**src/rtl/fgen_pkg.sv**
```systemverilog
package fgen_pkg;

  localparam int FG_DIV_W = 8;
  localparam int FG_CNT_W = FG_DIV_W + 1;

  typedef enum logic [1:0] {
    SRC_NONE = 2'd0,
    SRC_CPU  = 2'd1,
    SRC_AUX  = 2'd2,
    SRC_AUX2 = 2'd3
  } src_e;

  // Highest count value before a tick: ratio minus one.
  // Unit steps: ratio D+1 -> D. Even steps: ratio 2D+2 -> 2D+1.
  function automatic logic [FG_CNT_W-1:0] fg_last(input logic [FG_DIV_W-1:0] d,
                                                  input logic unit_step);
    if (unit_step) return {1'b0, d};
    return {d, 1'b1};
  endfunction

  // Turns the two low field bits into a source choice for either layout.
  function automatic src_e fg_decode(input logic ext, input logic [1:0] code);
    if (ext) begin
      case (code)
        2'd1:    return SRC_AUX2;
        2'd2:    return SRC_CPU;
        2'd3:    return SRC_AUX;
        default: return SRC_NONE;
      endcase
    end
    if (!code[1]) return SRC_NONE;
    return code[0] ? SRC_AUX : SRC_CPU;
  endfunction

endpackage

```
**src/rtl/fgen_regs.sv**
```systemverilog
module fgen_regs #(
  parameter int NUM_REG     = 2,
  parameter int REG_W       = 32,
  parameter int FIELD_BITS  = 30,
  parameter int SCALE_BIT   = 30,
  localparam int SEL_W      = (NUM_REG > 1) ? $clog2(NUM_REG) : 1
) (
  input  logic                            clk,
  input  logic                            rst_n,
  input  logic                            wr_en,
  input  logic [SEL_W-1:0]                wr_addr,
  input  logic [REG_W-1:0]                wr_data,
  input  logic [SEL_W-1:0]                rd_addr,
  output logic [REG_W-1:0]                rd_data,
  output logic [NUM_REG-1:0][REG_W-1:0]   ctrl_q,
  output logic [NUM_REG-1:0]              wr_hit
);

  localparam logic [REG_W-1:0] KEEP_MASK =
    ((REG_W'(1) << FIELD_BITS) - REG_W'(1)) | (REG_W'(1) << SCALE_BIT);

  always_comb begin
    for (int r = 0; r < NUM_REG; r++) begin
      wr_hit[r] = wr_en && (wr_addr == SEL_W'(r));
    end
  end

  for (genvar r = 0; r < NUM_REG; r++) begin : g_word
    always_ff @(posedge clk or negedge rst_n) begin
      if (!rst_n) begin
        ctrl_q[r] <= '0;
      end else if (wr_hit[r]) begin
        ctrl_q[r] <= wr_data & KEEP_MASK;
      end
    end
  end

  assign rd_data = ctrl_q[rd_addr];

endmodule

```
**src/rtl/fgen_div.sv**
```systemverilog
module fgen_div #(
  parameter int CNT_W = 9
) (
  input  logic             clk,
  input  logic             rst_n,
  input  logic             clr,
  input  logic             on,
  input  logic             hit,
  input  logic [CNT_W-1:0] last,
  output logic             tick
);

  logic [CNT_W-1:0] cnt;

  // ">=" keeps a count that overshoots a shrunken ratio from running away.
  always_ff @(posedge clk or negedge rst_n) begin
    if (!rst_n) begin
      cnt  <= '0;
      tick <= 1'b0;
    end else if (clr || !on) begin
      cnt  <= '0;
      tick <= 1'b0;
    end else if (hit) begin
      if (cnt >= last) begin
        cnt  <= '0;
        tick <= 1'b1;
      end else begin
        cnt  <= cnt + CNT_W'(1);
        tick <= 1'b0;
      end
    end else begin
      tick <= 1'b0;
    end
  end

endmodule

```
**src/rtl/fgen_bank.sv**
```systemverilog
module fgen_bank #(
  parameter int NUM_REG      = 2,
  parameter int GEN_PER_REG  = 3,
  parameter int REG_W        = 32,
  parameter int SCALE_BIT    = 30,
  localparam int NUM_GEN     = NUM_REG * GEN_PER_REG,
  localparam int SEL_W       = (NUM_REG > 1) ? $clog2(NUM_REG) : 1
) (
  input  logic               clk,
  input  logic               rst_n,
  input  logic               ext_mode,
  input  logic               wr_en,
  input  logic [SEL_W-1:0]   wr_addr,
  input  logic [REG_W-1:0]   wr_data,
  input  logic [SEL_W-1:0]   rd_addr,
  output logic [REG_W-1:0]   rd_data,
  input  logic               src_cpu,
  input  logic               src_aux,
  input  logic               src_aux2,
  output logic [NUM_GEN-1:0] gen_tick
);
  import fgen_pkg::*;

  localparam int DIV_W      = FG_DIV_W;
  localparam int CNT_W      = FG_CNT_W;
  localparam int FIELD_W    = DIV_W + 2;
  localparam int FIELD_BITS = GEN_PER_REG * FIELD_W;

  logic [NUM_REG-1:0][REG_W-1:0] ctrl_q;
  logic [NUM_REG-1:0]            wr_hit;

  // Named per-generator events, observed by the checker.
  logic [NUM_GEN-1:0] gen_on;
  logic [NUM_GEN-1:0] src_hit;
  logic [NUM_GEN-1:0] cnt_clr;
  logic [NUM_GEN-1:0] ratio_one;

  fgen_regs #(
    .NUM_REG    (NUM_REG),
    .REG_W      (REG_W),
    .FIELD_BITS (FIELD_BITS),
    .SCALE_BIT  (SCALE_BIT)
  ) u_regs (
    .clk     (clk),
    .rst_n   (rst_n),
    .wr_en   (wr_en),
    .wr_addr (wr_addr),
    .wr_data (wr_data),
    .rd_addr (rd_addr),
    .rd_data (rd_data),
    .ctrl_q  (ctrl_q),
    .wr_hit  (wr_hit)
  );

  for (genvar g = 0; g < NUM_GEN; g++) begin : g_gen
    localparam int WORD = g / GEN_PER_REG;
    localparam int OFF  = (g % GEN_PER_REG) * FIELD_W;

    logic [FIELD_W-1:0] field;
    logic [DIV_W-1:0]   div_val;
    logic               unit_step;
    logic [CNT_W-1:0]   last;
    src_e               sel;

    assign field     = ctrl_q[WORD][OFF +: FIELD_W];
    assign div_val   = field[FIELD_W-1:2];
    assign sel       = fg_decode(ext_mode, field[1:0]);
    assign unit_step = ext_mode & ctrl_q[WORD][SCALE_BIT];
    assign last      = fg_last(div_val, unit_step);

    assign gen_on[g]    = (sel != SRC_NONE);
    assign cnt_clr[g]   = wr_hit[WORD];
    assign ratio_one[g] = (last == '0);

    always_comb begin
      case (sel)
        SRC_CPU:  src_hit[g] = src_cpu;
        SRC_AUX:  src_hit[g] = src_aux;
        SRC_AUX2: src_hit[g] = src_aux2;
        default:  src_hit[g] = 1'b0;
      endcase
    end

    fgen_div #(.CNT_W(CNT_W)) u_div (
      .clk   (clk),
      .rst_n (rst_n),
      .clr   (cnt_clr[g]),
      .on    (gen_on[g]),
      .hit   (src_hit[g]),
      .last  (last),
      .tick  (gen_tick[g])
    );
  end

endmodule

```
**config.mk**
```make
export PLATFORM = sky130hd
export DESIGN_NAME = fgen_bank
export DESIGN_NICKNAME = d
export VERILOG_FILES = /design/src/rtl/fgen_pkg.sv /design/src/rtl/fgen_regs.sv /design/src/rtl/fgen_div.sv /design/src/rtl/fgen_bank.sv
export SDC_FILE = /design/constraint.sdc
export NUM_CORES = 1
export LEC_CHECK = 0
export BUFFER_PORTS_ARGS = -buffer_cell sky130_fd_sc_hd__buf_2
export CORE_UTILIZATION = 40
export CTS_BUF_LIST = sky130_fd_sc_hd__clkbuf_4 sky130_fd_sc_hd__clkbuf_8 sky130_fd_sc_hd__clkbuf_16
export DETAILED_ROUTE_END_ITERATION = 10
export SYNTH_ARGS = -nofsm -noshare
export SYNTH_HDL_FRONTEND = slang
export SYNTH_HIERARCHICAL = 1
export SYNTH_SLANG_ARGS = --single-unit
```
**constraint.sdc**
```tcl
create_clock -name clk -period 2.5 [get_ports clk]
set_clock_uncertainty 0.2 [all_clocks]
set_input_delay 0.25 -clock clk [delete_from_list [all_inputs] [get_ports clk]]
set_output_delay 0.25 -clock clk [all_outputs]
set_load 0.02 [all_outputs]
```
# After elaboration in Yosys (flattened, before gate mapping)
# Cells that the tools add are included.
# totals
memories	0
out_inout_bits	38
mem_bits_ro	0
input_bits	41
ramBits	0
regBits	122
latchBits	0
# op_classes
n_div	0
n_bitwise	3
reduce_logical	26
n_eq_ne	36
magnitude_cmp	7
add_sub_neg	6
n_mul	0
n_shift	0
muxes	107
# op_table
cell	n
9-bit 2-to-1 mux	30
2-bit 2-to-1 mux	30
9-bit by 1-bit adder with 9-bit output, second input constant	6
9-bit greater-or-equal comparator	6
2-bit == test, second input constant	24
2-bit case mux with 3 select lines	6
1-bit 2-to-1 mux	33
32-bit 2-to-1 mux	1
31-bit 2-to-1 mux	1
2-bit by 1-bit == test with 1-bit output, second input constant	12
2-bit nonzero test	12
1-bit case mux with 3 select lines	6
1-bit zero test	6
1-bit logical OR	6
1-bit AND	2
1-bit logical AND	2
1-bit by 2-bit < comparator with 1-bit output, second input constant	1
1-bit inverter	1

# Depth between registers and ports, before layout
# logic_depth
depth_word	10
ltp_mapped	12
mapped_depth_nobuf	11

# By module
# The synthesis kept the hierarchy.
# modules_own_cells
mod	cells_per_inst	seq_area_each_um2	n_inst	area_per_inst_um2
fgen_div (g_gen[1].u_div ...)	87	250.2	5	819.5
fgen_regs	172	1551.5	1	2707.6
fgen_bank	164	0.0	1	1492.7
fgen_div (g_gen[0].u_div)	81	250.2	1	745.7

# Worst setup path before layout
# OpenSTA, ideal clock, no wires.
# synth_timing
path_kind	register to register
startpoint	register u_regs/ctrl_q[30] (netlist name)
endpoint	register g_gen[1].u_div.tick
n_path_buf	1
setup_ns	0.120
t_required_ns	2.180
setup_slack_ns	-0.016
t_arrival_ns	2.196
stages_incl_launch_ff	10
cell_sequence	dfrtp_1 nand2_4 buf_6 or2_2 ha_1 nand2b_1 a41o_1 a211oi_4 o21ai_4 and3_1
# synth_between
elab_chain_len	7
# synth_lines
element	line	source
start, declared	fgen_regs.sv:15	output logic [NUM_REG-1:0][REG_W-1:0] ctrl_q,
start signal, assigned by index	fgen_regs.sv:33	ctrl_q[r] <= wr_data & KEEP_MASK;
1-bit AND	fgen_bank.sv:68	assign unit_step = ext_mode & ctrl_q[WORD][SCALE_BIT];
1-bit 2-to-1 mux	fgen_pkg.sv:17	if (unit_step) return {1'b0, d};
9-bit 2-to-1 mux	fgen_pkg.sv:18	return {d, 1'b1};
net g_gen[1].last[0]	fgen_bank.sv:62	logic [CNT_W-1:0] last;
9-bit greater-or-equal comparator	fgen_div.sv:24	if (cnt >= last) begin
1-bit 2-to-1 mux	fgen_div.sv:24	
1-bit 2-to-1 mux	fgen_div.sv:23	end else if (hit) begin
1-bit 2-to-1 mux	fgen_div.sv:20	end else if (clr || !on) begin
end signal, assigned	fgen_div.sv:19	tick <= 1'b0;
end signal, assigned	fgen_div.sv:22	tick <= 1'b0;
end signal, assigned	fgen_div.sv:26	tick <= 1'b1;
end, declared	fgen_div.sv:10	output logic tick
# The timed path passes the listed nets, and every way through them passes these cells.
# A chain may end at the register's enable or synchronous reset.

# Worst setup path in the final report
# layout_timing
startpoint	register u_regs/ctrl_q[30] (netlist name)
endpoint	register g_gen[2].u_div.cnt[1]
# layout_between
elab_chain_len	7
# layout_lines
element	line	source
1-bit AND	fgen_bank.sv:68	
1-bit 2-to-1 mux	fgen_pkg.sv:17	
9-bit 2-to-1 mux	fgen_pkg.sv:18	
net g_gen[2].last[2]	fgen_bank.sv:62	
9-bit greater-or-equal comparator	fgen_div.sv:24	
9-bit 2-to-1 mux	fgen_div.sv:24	
9-bit 2-to-1 mux	fgen_div.sv:23	
9-bit 2-to-1 mux	fgen_div.sv:20	
end signal, assigned	fgen_div.sv:28	cnt <= cnt + CNT_W'(1);
end, declared	fgen_div.sv:13	logic [CNT_W-1:0] cnt;
# The timed path passes the listed nets, and every way through them passes these cells. The select of a mux whose other input is x is not followed.

==> metrics.md <==
| Metric | Value |
|---|---|
| Post-DP HPWL | between 15 and 20 mm |
| Synthesized area per cell | between 10 and 15 um2 |
| Die height | between 150 and 200 um |
| Critical Path End Type | register |
| Worst Path Buf+Inv | 3 |
| Vias per cell | between 5 and 6 |
| Clock latency on the worst-skew pair | around 0.43 ns |
| Final wirelength | 22.9 mm |
| GRT Residual Overflow | 0 |
| Initial Util | 41.1% |
| Met2 WL post-DR | roughly 11 mm |
| Largest net degree at the start of global routing | 46 |
| Failing checks | DRC, setup timing |
| Cts bufs inserted | 17 |
| First-pass GRT wire length | about 37 mm |
| Slowest stage cell on the critical path | dfrtp_2 |
| Crit path largest cell delay | ~0.47 ns |
| Synth warnings | 6 |
| Top Layer Used | met4 |
| Clk slew on worst S/H paths | about 0.060 ns |
| Root buffer cell | clkbuf_16 |
| TNS Setup | -1.80 ns |
| Commonest cells after routing, fill and taps aside | dfrtp_1 (120), mux2_2 (77), buf_2 (75), ha_1 (66), buf_4 (62) |
| RSZ-0062 raised after global routing | yes |
| Fin crit share | 105% |
| Fin. max-slew vios | 0 |
| Total clock sinks | ~120 |
| Arrival @ worst endpoint | about 2.8 ns |
| HP Class | in -> async |
| Leak | 5.45 nW |
| Final cell count without fillers | ~1300 |
| DP Cell Count | around 1200 |
| Fin crit period | 2.63 ns |
| Area growth syn-to-layout | 31.7% |
| DRT antenna net count | 0 |
| Final nets | between 1000 and 1500 |
| Via count of the first global-routing pass | approximately 7400 |
| CTS tree | yes |
| H-tree levels | 4 |
| Ports | 79 |
| Core Area | 0.0220 mm2 |
| Worst-path cell chain | nand2_4, buf_12, buf_6, mux2_4, inv_4, ha_4, a41o_1, a211oi_4, o2111ai_1, a21oi_1 |
| DR WL met3 | 778 um |
| WL met1 | between 10 and 15 mm |
| Most common cell after layout, fill and taps aside | dfrtp_1 |
| DRC viols | 10 |
| Peak Freq | roughly 0.38 GHz |
| WP depth | 10 |
| Routed WL per cell | about 17 um |
| Area after DPL | between 0.01 and 0.015 mm2 |
| Slew headroom | between 60% and 70% |
| Final Setup Violations | 27 |
| Syn Std Cell Area | around 0.009 mm2 |
| Worst endpoint required time | ~2.7 ns |
| GR Util All Layers | between 20% and 30% |
| Initial antenna violation count | 2 |
| Detailed Route Iter0 Violations | roughly 340 |
| Status | complete, but fails checks |
| # port buffers | between 70 and 80 |
| Rows | 54 |
| WS Path Type | reg -> reg |
| Max-cap viol count | 0 |
| Max Fanout on Critical Path | 4 |
| Router iterations before antenna repair | 7 |
| FF-to-FF path depth | 10 |
| Mapped Cells | 850 |
| Startpoint Class | register |
| Die ar. | 0.0232 mm2 |
| Final hold vios | 0 |
| Design area | 0.0119 mm2 |
| Pwr per Cell Area | roughly 640 mW/mm2 |
| Fin worst setup slack | -0.130 ns |
| Worst slew pin tran | 0.595 ns |
| Syn nets | 975 |
| DR vias | slightly above 7000 |
| Crit path max-delay family | compound AO/OA/AOI/OAI gates |
| Buffer depth of the longest clock path | 2 |
| VDD IR max | roughly 0.00045 V |
| Share of cells above drive strength 1 | 42.1% |
| Fin util | 54.2% |
| Die W | 152 um |
| GPL Wtd Cong | between 0.8 and 0.9 |
## power breakdown
group	internal [W]	leakage (nW)	switching (W)
registers	0.00216	1.56	0.000211
logic	0.00120	3.59	0.00133
clock network	0.00170	0.299	0.000987
## worst reg2reg max path, cell delays in order (launching register included)
cell       delay, ns
dfrtp_2         0.47
nand2_4         0.11
buf_12          0.15
buf_6           0.10
mux2_4          0.30
inv_4           0.06
ha_4            0.19
a41o_1          0.26
a211oi_4        0.37
o2111ai_1       0.19
a21oi_1         0.17
## final timing paths
kind,start,to,slack [ns]
max,u_regs/ctrl_q[30],g_gen[2].u_div/cnt[1],-0.13
min,rst_n,g_gen[3].u_div/tick,0.17
max reg2reg,u_regs/ctrl_q[30],g_gen[2].u_div/cnt[1],-0.13
min reg2reg,u_regs/ctrl_q[15],u_regs/ctrl_q[15],0.34
max in group asynchronous,rst_n,g_gen[0].u_div/cnt[8],1.21
min in group clk,wr_addr,g_gen[0].u_div/cnt[0],0.24
## per-layer routing
| layer | up-vias | GRT usage [%] |
|---|---|---|
| li1 | 3450 | - |
| met1 | 3523 | 24.7 |
| met2 | 109 | 34.9 |
| met3 | 24 | 4.49 |
| met4 | 0 | 5.49 |
| met5 | - | 0 |
## timing repair
item                                    CTS  global route
gates cloned                              2             0
pin swaps                                52            37
hold buffers                             32             0
buffers inserted                         11            12
endpoints found under the setup margin   58            60
endpoints found under the hold margin   101             0
resized for setup                        46            81
## through the flow
stage	total power, W	setup slack [ns]	hold WS [ns]
2_1_floorplan	0.00386	0.0153	-0.246
3_3_place_gp	0.00450	-0.111	0.0946
3_5_place_dp	0.00455	-0.157	0.0977
4_1_cts	0.00743	-0.0818	0.184
5_1_grt	0.00802	-0.233	0.220
6_report	0.00759	-0.130	0.169
## final cells by class
type                    count  area [um2]
diodes                      2        5.00
clock buffers              18         439
clock inverters            14         195
fillers                  1907       10100
inverters                  76         300
multi-input cells         622        6010
flip-flops and latches    122        3060
well taps                 280         350
repair buffers            197        1540
## flip-flops by register name (all words and copies together), names as in the netlist
name and count:
u_regs/ctrl_q 62, g_gen.u_div/cnt 54, g_gen.u_div/tick 6
Note: power is estimated with default switching activity, not from simulation.
